<file path="src/rtl/wdog_pkg.sv">
package wdog_pkg;
  typedef enum logic [1:0] {
    REF_PLAIN = 2'b00,
    REF_ONE   = 2'b01,
    REF_TWO   = 2'b10,
    REF_FOUR  = 2'b11
  } ref_mode_e;

  typedef struct packed {
    logic      safe_second;
    logic      irq_chk;
    ref_mode_e mode;
    logic      window;
  } wd_cfg_t;

  localparam int unsigned CFG_W  = $bits(wd_cfg_t);
  localparam int unsigned CODE_W = 16;

  function automatic logic [CODE_W-1:0] lfsr_step(logic [CODE_W-1:0] s);
    return {s[CODE_W-2:0], s[15] ^ s[13] ^ s[12] ^ s[10]};
  endfunction
endpackage

</file>
<file path="src/rtl/wdog_lfsr.sv">
module wdog_lfsr #(
  parameter logic [15:0] SEED = 16'hACE1
) (
  input  logic        clk_i,
  input  logic        rst_ni,
  input  logic        adv_i,
  output logic [15:0] code_o
);
  logic [15:0] code_q;

  always_ff @(posedge clk_i or negedge rst_ni) begin
    if (!rst_ni)    code_q <= SEED;
    else if (adv_i) code_q <= wdog_pkg::lfsr_step(code_q);
  end

  assign code_o = code_q;
endmodule

</file>
<file path="src/rtl/wdog_period.sv">
module wdog_period #(
  parameter int unsigned TICKS = 8
) (
  input  logic                     clk_i,
  input  logic                     rst_ni,
  input  logic                     restart_i,
  input  logic                     tick_i,
  output logic [$clog2(TICKS)-1:0] cnt_o,
  output logic                     open_o,
  output logic                     end_o
);
  localparam int unsigned CW = $clog2(TICKS);
  localparam logic [CW-1:0] LAST = CW'(TICKS - 1);
  localparam logic [CW-1:0] HALF = CW'(TICKS / 2);

  logic [CW-1:0] cnt_q;

  always_ff @(posedge clk_i or negedge rst_ni) begin
    if (!rst_ni)        cnt_q <= '0;
    else if (restart_i) cnt_q <= '0;
    else if (tick_i)    cnt_q <= (cnt_q == LAST) ? '0 : cnt_q + 1'b1;
  end

  assign cnt_o  = cnt_q;
  assign open_o = (cnt_q >= HALF);
  assign end_o  = tick_i && (cnt_q == LAST);
endmodule

</file>
<file path="src/rtl/wdog_refresh_chk.sv">
module wdog_refresh_chk
  import wdog_pkg::*;
(
  input  logic        clk_i,
  input  logic        rst_ni,
  input  logic        clear_i,
  input  ref_mode_e   mode_i,
  input  logic        window_i,
  input  logic        open_i,
  input  logic [15:0] code_i,
  input  logic        cmd_valid_i,
  input  logic [15:0] cmd_data_i,
  output logic        done_o,
  output logic        bad_o
);
  logic [1:0]  seq_q;
  logic [1:0]  last_idx;
  logic [15:0] inv;
  logic [3:0]  nib;
  logic        match;
  logic        time_ok;
  logic        accept;

  assign inv = ~code_i;

  always_comb begin
    unique case (seq_q)
      2'd0:    nib = inv[15:12];
      2'd1:    nib = inv[11:8];
      2'd2:    nib = inv[7:4];
      default: nib = inv[3:0];
    endcase
  end

  always_comb begin
    unique case (mode_i)
      REF_PLAIN: begin last_idx = 2'd0; match = 1'b1; end
      REF_ONE:   begin last_idx = 2'd0; match = (cmd_data_i == inv); end
      REF_TWO:   begin
        last_idx = 2'd1;
        match    = (cmd_data_i[7:0] == (seq_q[0] ? inv[7:0] : inv[15:8]));
      end
      default:   begin last_idx = 2'd3; match = (cmd_data_i[3:0] == nib); end
    endcase
  end

  assign time_ok = !window_i || open_i;
  assign accept  = cmd_valid_i && time_ok && match;
  assign done_o  = accept && (seq_q == last_idx);
  assign bad_o   = cmd_valid_i && !(time_ok && match);

  always_ff @(posedge clk_i or negedge rst_ni) begin
    if (!rst_ni)      seq_q <= '0;
    else if (clear_i) seq_q <= '0;
    else if (accept)  seq_q <= (seq_q == last_idx) ? 2'd0 : seq_q + 2'd1;
  end
endmodule

</file>
<file path="src/rtl/wdog_irq_deadline.sv">
module wdog_irq_deadline #(
  parameter int unsigned TICKS = 8
) (
  input  logic                     clk_i,
  input  logic                     rst_ni,
  input  logic                     clear_i,
  input  logic                     chk_en_i,
  input  logic                     raise_i,
  input  logic                     ack_i,
  input  logic                     tick_i,
  input  logic [$clog2(TICKS)-1:0] cnt_i,
  output logic                     expire_o
);
  localparam int unsigned LW = $clog2(3 * TICKS + 1);
  localparam logic [LW-1:0] SPAN = LW'(3 * TICKS);

  logic          pend_q;
  logic [LW-1:0] left_q;

  assign expire_o = pend_q && !ack_i && tick_i && (left_q == LW'(1));

  always_ff @(posedge clk_i or negedge rst_ni) begin
    if (!rst_ni) begin
      pend_q <= 1'b0;
      left_q <= '0;
    end else if (clear_i) begin
      pend_q <= 1'b0;
      left_q <= '0;
    end else if (pend_q) begin
      if (ack_i)       pend_q <= 1'b0;
      else if (tick_i) left_q <= left_q - 1'b1;
    end else if (raise_i && chk_en_i) begin
      pend_q <= 1'b1;
      left_q <= SPAN - LW'(cnt_i);
    end
  end
endmodule

</file>
<file path="src/rtl/wdog_supervisor.sv">
module wdog_supervisor
  import wdog_pkg::*;
#(
  parameter int unsigned TICKS = 8,
  parameter int unsigned RST_W = 16,
  parameter logic [15:0] SEED  = 16'hACE1
) (
  input  logic             clk_i,
  input  logic             rst_ni,
  input  logic             tick_i,
  input  logic             init_mode_i,
  input  logic             cfg_we_i,
  input  logic [CFG_W-1:0] cfg_data_i,
  input  logic             cmd_valid_i,
  input  logic [15:0]      cmd_data_i,
  input  logic             irq_raise_i,
  input  logic             irq_ack_i,
  output logic             rst_o,
  output logic             safe_o,
  output logic [15:0]      code_o
);
  localparam int unsigned CW = $clog2(TICKS);
  localparam int unsigned PW = $clog2(RST_W + 1);

  wd_cfg_t       cfg_q;
  logic          cfg_wr;
  logic [PW-1:0] pulse_q;
  logic          pulsing;
  logic [1:0]    cons_q;
  logic          safe_q;
  logic [CW-1:0] cnt;
  logic          open_w, end_w;
  logic          done, bad, expire, miss, fault, lfsr_adv;

  assign cfg_wr   = cfg_we_i && init_mode_i;
  assign pulsing  = (pulse_q != '0);
  assign miss     = end_w && !done;
  assign fault    = !pulsing && (bad || miss || expire);
  assign lfsr_adv = done && !fault;

  always_ff @(posedge clk_i or negedge rst_ni) begin
    if (!rst_ni)     cfg_q <= '0;
    else if (cfg_wr) cfg_q <= wd_cfg_t'(cfg_data_i);
  end

  wdog_period #(.TICKS(TICKS)) u_period (
    .clk_i     (clk_i),
    .rst_ni    (rst_ni),
    .restart_i (pulsing || fault || done),
    .tick_i    (tick_i),
    .cnt_o     (cnt),
    .open_o    (open_w),
    .end_o     (end_w)
  );

  wdog_refresh_chk u_refresh (
    .clk_i       (clk_i),
    .rst_ni      (rst_ni),
    .clear_i     (pulsing || fault || cfg_wr),
    .mode_i      (cfg_q.mode),
    .window_i    (cfg_q.window),
    .open_i      (open_w),
    .code_i      (code_o),
    .cmd_valid_i (cmd_valid_i && !pulsing),
    .cmd_data_i  (cmd_data_i),
    .done_o      (done),
    .bad_o       (bad)
  );

  wdog_irq_deadline #(.TICKS(TICKS)) u_irq (
    .clk_i    (clk_i),
    .rst_ni   (rst_ni),
    .clear_i  (pulsing || fault),
    .chk_en_i (cfg_q.irq_chk),
    .raise_i  (irq_raise_i),
    .ack_i    (irq_ack_i),
    .tick_i   (tick_i),
    .cnt_i    (cnt),
    .expire_o (expire)
  );

  wdog_lfsr #(.SEED(SEED)) u_lfsr (
    .clk_i  (clk_i),
    .rst_ni (rst_ni),
    .adv_i  (lfsr_adv),
    .code_o (code_o)
  );

  always_ff @(posedge clk_i or negedge rst_ni) begin
    if (!rst_ni)      pulse_q <= '0;
    else if (fault)   pulse_q <= PW'(RST_W);
    else if (pulsing) pulse_q <= pulse_q - 1'b1;
  end

  // consecutive faults, saturating at two
  always_ff @(posedge clk_i or negedge rst_ni) begin
    if (!rst_ni) begin
      cons_q <= '0;
      safe_q <= 1'b0;
    end else if (fault) begin
      if (cons_q != 2'd2) cons_q <= cons_q + 2'd1;
      if (!cfg_q.safe_second || cons_q != 2'd0) safe_q <= 1'b1;
    end else if (lfsr_adv) begin
      cons_q <= '0;
    end
  end

  assign rst_o  = pulsing;
  assign safe_o = safe_q;
endmodule

</file>
<file path="config.mk">
export PLATFORM = sky130hd
export DESIGN_NAME = wdog_supervisor
export DESIGN_NICKNAME = d
export VERILOG_FILES = /design/src/rtl/wdog_pkg.sv /design/src/rtl/wdog_lfsr.sv /design/src/rtl/wdog_period.sv /design/src/rtl/wdog_refresh_chk.sv /design/src/rtl/wdog_irq_deadline.sv /design/src/rtl/wdog_supervisor.sv
export SDC_FILE = /design/constraint.sdc
export NUM_CORES = 1
export LEC_CHECK = 0
export BUFFER_PORTS_ARGS = -buffer_cell sky130_fd_sc_hd__buf_2
export CORE_MARGIN = 2
export CORE_UTILIZATION = 45
export CTS_CLUSTER_DIAMETER = 60
export DETAILED_ROUTE_END_ITERATION = 16
export MAX_ROUTING_LAYER = met4
export PLACE_DENSITY_LB_ADDON = 0.05
export SYNTH_ARGS = -nofsm -noshare
export SYNTH_HDL_FRONTEND = slang
export SYNTH_SLANG_ARGS = --single-unit
</file>
<file path="constraint.sdc">
create_clock -name clk_i -period 3.55 [get_ports clk_i]
set_input_delay 0.71 -clock clk_i [delete_from_list [all_inputs] [get_ports clk_i]]
set_output_delay 0.71 -clock clk_i [all_outputs]
set_load 0.005 [all_outputs]
</file>
==> metrics.md, run 1 <==
| Metric | Value |
|---|---|
| Dpl ws | 0.523 ns |
| Cell taking the most area after synthesis | dfrtp_1 |
| ANT cells | 0 |
| Post-route ant nets | 0 |
| Area occupied by multi-input gates | 0.00154 sq mm |
| CTS max path bufs | 2 |
| Top Family by Delay on Critical Path | compound AO/OA/AOI/OAI gates |
| Commonest cells in the netlist | dfrtp_1 (32), xnor2_1 (27), nor2_1 (20) |
| Achievable Freq | ~340 MHz |
| Syn_nets | 312 |
| Worst-Skew Late Latency | 0.29 ns |
| Final Hold Vio Count | 0 |
| Worst hold path class | reg -> reg |
| Die Y | 81.0 microns |
| Worst vdd ir | 0.000296 V |
| Slowest cell on crit path | a311o_1 |
| Setup violators final | 0 |
| Slew Viols, Final | 0 |
| Vias in the first global route | 2078 |
| Post-Synth Adder-Cell Area | 0.0609 |
| Average wire per standard cell | 15.5 microns |
| Drt via density | 5.46 |
| CP bufs+invs | 1 |
| Worst Tran Pin Value | approximately 0.9 ns |
| GR Overflow Total | 0 |
| Gpl congestion | 0.914 |
| Top_reg_cell synth | dfrtp_1 |
| Post-CTS Setup Bufs | 0 |
| Yosys warning count | 0 |
| CP Max Fanout | 10 |
| CP Cell Sequence | inv_1 > ha_1 > nor2b_1 > o41ai_1 > mux2i_1 > and4_1 > o21ai_2 > a311o_1 > a221oi_1 |
| Worst-path clk slew | 0.08 ns |
| DIE AREA | roughly 0.0066 sq mm |
| Htree depth | 2 |
| Via count | 2139 |
| CTS tree | built |
| Post-Synth XOR/XNOR Area | 0.105 |
| Ports | 47 |
| Register area | around 0.0010 sq mm |
| Initial antenna violation count | 0 |
| Sequential-to-total area share from yosys stat | 0.379 |
| Crit share post-route | 0.822 |
| IO Port Bufs | 46 |
| Rows | 28 |
| Number of synthesized flops with an enable pin | 0 |
| Avg Cell Area, Syn | 9.89 sq um |
| Crit end category | flop |
| Min Tclk post-route | ~3 ns |
| Final wirelength | 6.07 mm |
| Largest net degree at the start of global routing | 41 |
| First-pass GRT wire length | 10.1 mm |
| GRT Util Overall | 0.208 |
| Largest cells by area after synthesis | dfrtp_1 (30%), xnor2_1 (8.9%), mux2_2 (8.0%) |
| Synth cell types | 51 |
| Post-cts sizing count | 0 |
| Status | finished, final reports clean |
| Static Leak | 0.00137 uW |
| Slew Limit Headroom | 0.410 |
| Largest family of logic cells by synthesized area | simple AND/OR/NAND/NOR gates |
| Synthesized instance count | 270 |
| Share of cells above drive strength 1 | 0.281 |
| Final cell count without fillers | 392 |
| CTS Buf Count | 5 |
| Multiplexer share of the synthesized area | 0.110 |
| DRT Pass-1 Iters | 4 |
| # fillers | 569 |
| Hold-fix buffers, CTS | 0 |
| Core area | 0.00582 sq mm |
| Initial core utilization | 0.459 |
| Most frequent cell after synthesis | dfrtp_1 |
| DP Wirelength | 4.57 mm |
| Root Buffer | clkbuf_8 |
| Compound-gate portion of the synthesized area | 0.139 |
| Die X | 81.0 microns |
| DR DRC count | 0 |
| Fin Clk Skew | 0.00718 ns |
| 1st-iter DRT viols | 103 |
| FF+latch count, synth | 40 |
| Dpl cells | ~380 |
| Setup tns final | 0 ns |
| Pwr/cell area | slightly above 400 mW/mm^2 |
| WS Path Type | reg -> reg |
| Worst EP arrival | 3.11 ns |
| Layout Area Growth over Synthesis | 15.5% |
| Post-Synth Simple-Gate Area | 0.162 |
| Async SR Flop Fraction | 1.00 |
| Startpoint Class | flop |
| RSZ-0062 raised after global routing | no |
| Synthesized area | ~0.0027 sq mm |
| Final-stage net count | about 360 |
| Worst EP required | 3.74 ns |
| Max Cap Viol | 0 |
| Top-area cell type share of the netlist area | 0.300 |
| Setup ws final | 0.633 ns |
| Crit-path max cell delay | 0.54 ns |
| Clock sink total | 40 |
## path summary, 6_finish.rpt
path | endpoint | slack (ns) | start | cells past startpoint
worst max-delay path | u_refresh.seq_q[0]$_DFFE_PN0P_ | 0.63 | u_refresh.seq_q[0]$_DFFE_PN0P_ | 9
worst min-delay path | pulse_q[3]$_DFFE_PN0N_ | 0.47 | pulse_q[3]$_DFFE_PN0N_ | 1
worst max register to register | u_refresh.seq_q[0]$_DFFE_PN0P_ | 0.63 | u_refresh.seq_q[0]$_DFFE_PN0P_ | 9
worst min register to register | pulse_q[3]$_DFFE_PN0N_ | 0.47 | pulse_q[3]$_DFFE_PN0N_ | 1
max in group asynchronous | u_lfsr.code_o[2]$_DFFE_PN0P_ | 2.46 | rst_ni | 1
min in group asynchronous | u_lfsr.code_o[14]$_DFFE_PN0P_ | 0.53 | rst_ni | 1
## flip-flops by register name, indices dropped and copies added (netlist names)
signal,flops
u_refresh.seq_q,2
u_irq.pend_q,1
u_irq.left_q,5
cfg_q,5
cons_q,2
safe_o,1
u_period.cnt_o,3
u_lfsr.code_o,16
pulse_q,5
## report_power, final
part	switching (uW)	internal, uW
registers	46.7	510
clock network	160	248
logic	164	132
## routing by layer
metal / share of wire / up-vias / track usage
li1: - / 1053 / -
met1: 0.45 / 1021 / 0.264
met2: 0.48 / 57 / 0.339
met3: 0.047 / 8 / 0.0344
met4: 0.017 / 0 / 0.0695
met5: 0 / - / -
## kinds of logic after synthesis
family	count (synthesis)
AOI/OAI and AO/OA	48
buffers and inverters	27
and+or+nand+nor	83
DFF	40
adders and majority gates	13
muxes	27
xor gates and xnor gates	32
## through the flow
step	hold slack (ns)	util	total power (uW)	instance area (sq um)
after floorplan	0.414	-	779	2670
after global placement	0.462	0.509	864	2960
after detailed placement	0.458	0.509	866	2960
after CTS	0.472	0.530	1280	3080
after global routing	0.506	0.530	1360	3080
final	0.468	0.530	1260	3080
## cell usage in the layout (no fill, tap or decap), types with 8 or more instances in the layout
cell type	count
buf_2	46
dfrtp_1	32
xnor2_1	27
nor2_1	20
mux2_2	19
inv_1	18
nand2_1	18
nor2b_1	14
ha_1	13
mux2i_1	8
o21ai_0	8
dfstp_2	8
## layout make-up
| cell class | instances | area share |
|---|---|---|
| Clock buffer | 7 | 0.0312 |
| Sequential cell | 40 | 0.328 |
| Tap cell | 75 | 0.0304 |
| Clock inverter | 1 | 0.00974 |
| Multi-Input combinational cell | 203 | 0.499 |
| Timing Repair Buffer | 48 | 0.0795 |
| Inverter | 18 | 0.0219 |
Power figures use the tool's default switching activity.
==> run 2, diff against run 1 <==
- clock period: 3.55 -> 2.91 ns (I/O delays scaled with it)
==> run 2 against run 1 <==
Net effect:
- via count up 1.9%
- critical endpoint is now u_refresh.seq_q[1]$_DFFE_PN0P_
- final area increased by 0.97%
- global-route usage is 0.46 points lower
- worst setup slack lost 0.47 ns
- combinational power up 28%
- critical path type unchanged
- clock skew is essentially flat
==> metrics.md, run 2 (synthesized netlist as in run 1, its figures left out) <==
| Metric | Value |
|---|---|
| Worst-Skew Late Latency | 0.29 ns |
| Setup ws final | 0.161 ns |
| IO Port Bufs | 46 |
| CP startpoint | u_refresh.seq_q[0]$_DFFE_PN0P_ |
| Rows | 28 |
| CP Cell Sequence | inv_1 > ha_1 > nor2b_1 > o41ai_2 > xor2_1 > and4_1 > o21ai_2 > or4b_1 > a221oi_1 |
| Crit end category | flop |
| CTS max path bufs | 2 |
| Ports | 47 |
| Slew Viols, Final | 0 |
| Crit Reg-Reg Endpoint | u_refresh.seq_q[1]$_DFFE_PN0P_ |
| Crit-path max cell delay | 0.48 ns |
| Initial core utilization | 0.459 |
| Achievable Freq | 364 MHz |
| Final wirelength | a little over 6 mm |
| Clock sink total | 40 |
| Worst Tran Pin Value | 0.886 ns |
| Htree depth | 2 |
| Worst vdd ir | around 0.00042 V |
| DIE AREA | ~0.0066 sq mm |
| Largest net degree at the start of global routing | 41 |
| Core area | between 0.005 and 0.006 sq mm |
| Worst EP arrival | 2.94 ns |
| Post-CTS Setup Bufs | 0 |
| Status | finished, final reports clean |
| Initial antenna violation count | 0 |
| Crit share post-route | 0.945 |
| DR DRC count | 0 |
| Root Buffer | clkbuf_8 |
| Commonest non-fill, non-tap cell in the layout | buf_2 |
| GR Overflow Total | 0 |
| Worst-path clk slew | 0.07 ns |
| DRT Pass-1 Iters | 4 |
| Post-route ant nets | 0 |
| Reg2Reg Depth | 9 |
| Die X | 81.0 microns |
| ANT cells | 0 |
| Worst EP required | 3.10 ns |
| CP Capture Point | u_refresh.seq_q[1]$_DFFE_PN0P_ |
| Startpoint Class | flop |
| DP Wirelength | between 4 and 5 mm |
| RSZ-0062 raised after global routing | no |
| Worst hold path class | in -> async |
| Static Leak | around 0.0014 uW |
| WS Path Type | reg -> reg |
| Fin Clk Skew | around 0.0073 ns |
| Top Family by Delay on Critical Path | simple AND/OR/NAND/NOR gates |
| Slowest cell on crit path | or4b_1 |
| CP bufs+invs | 1 |
| Max Cap Viol | 0 |
| First-pass GRT wire length | 9.92 mm |
| Drt via density | 5.46 |
| Hold-fix buffers, CTS | 0 |
| Final-stage net count | around 370 |
| Die Y | a little over 80 microns |
| Setup violators final | 0 |
| RR Startpoint | u_refresh.seq_q[0]$_DFFE_PN0P_ |
| Vias in the first global route | approximately 2100 |
| CTS tree | built |
| Average wire per standard cell | 15.3 microns |
| CP Max Fanout | 8 |
| Min Tclk post-route | 2.75 ns |
| Critical path depth | 9 |
| CTS Buf Count | 5 |
| GRT Util Overall | 0.204 |
| Reg2Reg Setup Slack | 0.16 ns |
| Slew Limit Headroom | 0.409 |
| Total power | 1410 uW |
| # fillers | 540 |
| Setup tns final | 0 ns |
| Most frequent cells in the layout | buf_2 (46), dfrtp_1 (31), xnor2_1 (27), nor2_1 (20), mux2_2 (19) |
| Pwr/cell area | 452 mW/mm^2 |
| Layout Area Growth over Synthesis | 16.6% |
| Share of cells above drive strength 1 | 0.299 |
| Gpl congestion | ~0.94 |
| 1st-iter DRT viols | 66 |
| Via count | 2179 |
| Max FFs per register | 16 |
| Final Hold Vio Count | 0 |
| Dpl ws | 0.0723 ns |
## run 2: changes by cell type in the layout (fill, tap and decap cells not counted), sizes merged
cell,previous run,this run
buf,48,55
bufinv,1,0
clkbuf,7,8
## run 2: final cells by class
type / instances / area [sq um] / share of cell area
multi-input combinational: 203 / 1560 / 0.502
sequential: 40 / 1010 / 0.325
timing repair buffer: 55 / 298 / 0.0956
tap: 75 / 93.8 / 0.0301
clock buffer: 8 / 80.1 / 0.0257
inverter: 18 / 67.6 / 0.0217
## run 2: worst min path at each step
stage	startpoint	to	depth (start not counted)
finish	rst_ni	u_lfsr.code_o[14]$_DFFE_PN0P_	1
CTS	rst_ni	pulse_q[4]$_DFFE_PN0N_	1
detailed placement	pulse_q[3]$_DFFE_PN0N_	pulse_q[3]$_DFFE_PN0N_	1
global route	rst_ni	u_lfsr.code_o[4]$_DFFE_PN0P_	1
global placement	safe_o$_DFFE_PN0P_	safe_o$_DFFE_PN0P_	1
floorplan	rst_ni	cfg_q[0]$_DFFE_PN0P_	0
## run 2: power breakdown
group	total (uW)	internal, uW	switching (uW)
registers	680	623	56.9
clock network	348	170	178
logic	379	172	207
total	1410	965	442
## run 2: repair_timing
item / 4_1_cts / 5_1_grt
endpoints found under the hold margin: 0 / 0
resized for setup: 0 / 4
setup endpoints to repair: 0 / 11
## run 2: per-stage QoR
stage,area [sq um],instances,hold WS (ns),utilization
global route,3110,399,0.497,0.535
global placement,3010,391,0.456,0.518
floorplan,2670,270,0.286,-
finish,3110,399,0.421,0.535
CTS,3090,399,0.453,0.531
detailed placement,3010,391,0.460,0.518
## run 2: routing by layer
metal	vias up	global-route usage	part of all wire
li1	1068	-	-
met1	1037	0.234	0.44
met2	60	0.355	0.48
met3	14	0.0378	0.054
met4	0	0.0729	0.025
met5	-	-	0
==> run 3, diff against run 2 <==
- ABC_AREA: not set -> 1
==> run 3 against run 2 <==
Net effect:
- global-route usage grew 0.53 points
- first-iteration DRC count grew 53%
- critical path type unchanged
- routed wire length grew 10%
- combinational power fell by 8.2%
- utilization increased by 0.85 points
==> metrics.md, run 3 <==
| Metric | Value |
|---|---|
| Achievable Freq | 398 MHz |
| Reg2Reg Depth | 16 |
| Startpoint Class | flop |
| Pwr/cell area | 459 mW/mm^2 |
| Syn_nets | 453 |
| Share of cells above drive strength 1 | 0.207 |
| Rows | 28 |
| DR DRC count | 0 |
| Avg Cell Area, Syn | 6.93 sq um |
| Post-cts sizing count | 0 |
| DIE AREA | 0.00698 sq mm |
| Post-route ant nets | 0 |
| CP Max Fanout | 34 |
| Static Leak | approximately 0.0017 uW |
| CP Cell Sequence | inv_2 > ha_1 > a21oi_1 > nand3_1 > nand3_1 > nand2_1 > nor2_1 > nand2_1 > nand2_1 > nand4_1 > nand2_1 > nand2_2 > nand2_2 > nand2_8 > nand2_1 > o21ai_2 |
| Hold slack | 0.412 ns |
| FF+latch count, synth | 40 |
| Final-stage net count | 505 |
| Synthesized area | 0.00285 sq mm |
| Crit Reg-Reg Endpoint | u_lfsr.code_o[4]$_DFFE_PN0P_ |
| Synthesized instance count | ~410 |
| Worst vdd ir | 0.000383 V |
| Max FFs per register | 16 |
| Hold-fix buffers, CTS | 0 |
| Synth cell types | 31 |
| Die Y | 83.5 microns |
| Commonest cells in the netlist | nand2_1 (160), inv_1 (56), nor2_1 (35) |
| Crit share post-route | 0.863 |
| CTS tree | built |
| RR Startpoint | u_refresh.seq_q[0]$_DFFE_PN0P_ |
| GRT Util Overall | 0.209 |
| Cell taking the most area after synthesis | dfrtp_1 |
| Drt via density | 4.94 |
| Setup violators final | 0 |
| WS Path Type | reg -> reg |
| Crit-path max cell delay | 0.46 ns |
| Number of synthesized flops with an enable pin | 0 |
| IO Port Bufs | 46 |
| Largest cells by area after synthesis | dfrtp_1 (28%), nand2_1 (21%), dfstp_2 (7.4%) |
| ANT cells | 0 |
| Worst Tran Pin Value | 0.922 ns |
| Root Buffer | clkbuf_8 |
| Core area | 0.00603 sq mm |
| Top Family by Delay on Critical Path | simple AND/OR/NAND/NOR gates |
| Average wire per standard cell | 12.4 microns |
| Top_reg_cell synth | dfrtp_1 |
| Post-CTS Setup Bufs | 0 |
| Largest net degree at the start of global routing | 41 |
| CP startpoint | u_refresh.seq_q[0]$_DFFE_PN0P_ |
| Vias in the first global route | approximately 2700 |
| Initial core utilization | 0.472 |
| Gpl congestion | 0.943 |
| Crit end category | flop |
| Clock sink total | 40 |
| Final Hold Vio Count | 0 |
| Initial antenna violation count | 0 |
| Most frequent cell after synthesis | nand2_1 |
| Dpl cells | 531 |
| GR Overflow Total | 0 |
| Status | finished, final reports clean |
| Final wirelength | approximately 6.7 mm |
| Yosys warning count | 0 |
| Fin Clk Skew | 0.00862 ns |
| Most used cell, CP | nand2_1 |
| Reg2Reg Setup Slack | 0.40 ns |
| DP Wirelength | 5.15 mm |
| Layout Area Growth over Synthesis | 15.2% |
| Slew Limit Headroom | 0.386 |
| 1st-iter DRT viols | roughly 100 |
| Via count | 2663 |
| Commonest non-fill, non-tap cell in the layout | nand2_1 |
| Min Tclk post-route | 2.51 ns |
| Sequential-to-total area share from yosys stat | 0.355 |
| Ports | 47 |
| Worst hold path class | in -> async |
| CTS Buf Count | 5 |
| CTS max path bufs | 2 |
| Most frequent cells in the layout | nand2_1 (160), inv_1 (56), buf_2 (46), nor2_1 (35), dfrtp_1 (32) |
| DRT Pass-1 Iters | 4 |
| Die X | 83.5 microns |
| Worst-path clk slew | 0.09 ns |
| Max Cap Viol | 0 |
| Worst EP required | slightly above 3 ns |
| Worst-Skew Late Latency | 0.30 ns |
| RSZ-0062 raised after global routing | no |
| First-pass GRT wire length | 11.6 mm |
| Top-area cell type share of the netlist area | 0.281 |
| Async SR Flop Fraction | 1.00 |
| CP bufs+invs | 1 |
| Setup tns final | 0 ns |
| Final cell count without fillers | approximately 540 |
| Htree depth | 2 |
| Slew Viols, Final | 0 |
| Finished Core Util | 0.544 |
| Slowest cell on crit path | dfrtp_1 |
| Worst EP arrival | 2.70 ns |
run 3: cell count changes after synthesis, sizes merged, moves of 4 or more:
cell / delta
nand2: +145
a221oi: -4
o41ai: -6
o21ai: +19
a21oi: +7
mux2i: -8
clkbuf: -4
mux2: -15
inv: +40
nor2b: -14
nor4: -6
xnor2: -18
nor2: +16
nand3: +21
run 3: stage by stage:
step | cell area (sq um) | setup WS, ns | total power (uW)
2_1_floorplan | 2850 | 0.749 | 918
6_report | 3280 | 0.400 | 1500
3_5_place_dp | 3150 | 0.349 | 1020
4_1_cts | 3270 | 0.330 | 1520
5_1_grt | 3280 | 0.0262 | 1610
3_3_place_gp | 3150 | 0.386 | 1020
run 3: per-layer routing:
layer | GRT usage | vias to the layer above | wire length, microns
li1 | - | 1384 | -
met3 | 0.0336 | 17 | 180
met1 | 0.238 | 1217 | 2980
met2 | 0.375 | 45 | 3390
met4 | 0.0689 | 0 | 155
met5 | - | - | 0
run 3: area by class of cell:
type | instances | area (sq um)
Clock buffer | 6 | 82.6
Clock inverter | 2 | 38.8
Fill cell | 604 | 2750
Inverter | 59 | 221
Multi-Input combinational cell | 308 | 1580
Sequential cell | 40 | 1010
Tap cell | 75 | 93.8
Timing Repair Buffer | 49 | 253
run 3: kinds of logic after synthesis:
kind of cell | Yosys count | share of synthesized area
simple gates | 231 | 0.329
buf+inv | 63 | 0.0936
compound gates | 48 | 0.112
flops | 40 | 0.355
fa+ha+maj | 13 | 0.0571
xor+xnor | 12 | 0.0369
mux | 4 | 0.0158
run 3: worst max-delay path by stage:
stage,to,slack (ns),cells past startpoint
after floorplan,cons_q[0]$_DFFE_PN0P_,0.75,17
after global placement,u_lfsr.code_o[8]$_DFFE_PN0P_,0.39,18
after detailed placement,u_lfsr.code_o[9]$_DFFE_PN0P_,0.35,16
after CTS,u_lfsr.code_o[4]$_DFFE_PN0P_,0.33,16
after global routing,u_lfsr.code_o[9]$_DFFE_PN0P_,0.03,19
final,u_lfsr.code_o[4]$_DFFE_PN0P_,0.40,16
run 3: power by group:
part / total [uW] / switching, uW / leakage, uW / internal [uW]
clock network: 490 / 210 / 0.0000614 / 281
registers: 665 / 41.9 / 0.000503 / 623
logic: 348 / 202 / 0.00114 / 146
total: 1500 / 454 / 0.00170 / 1050
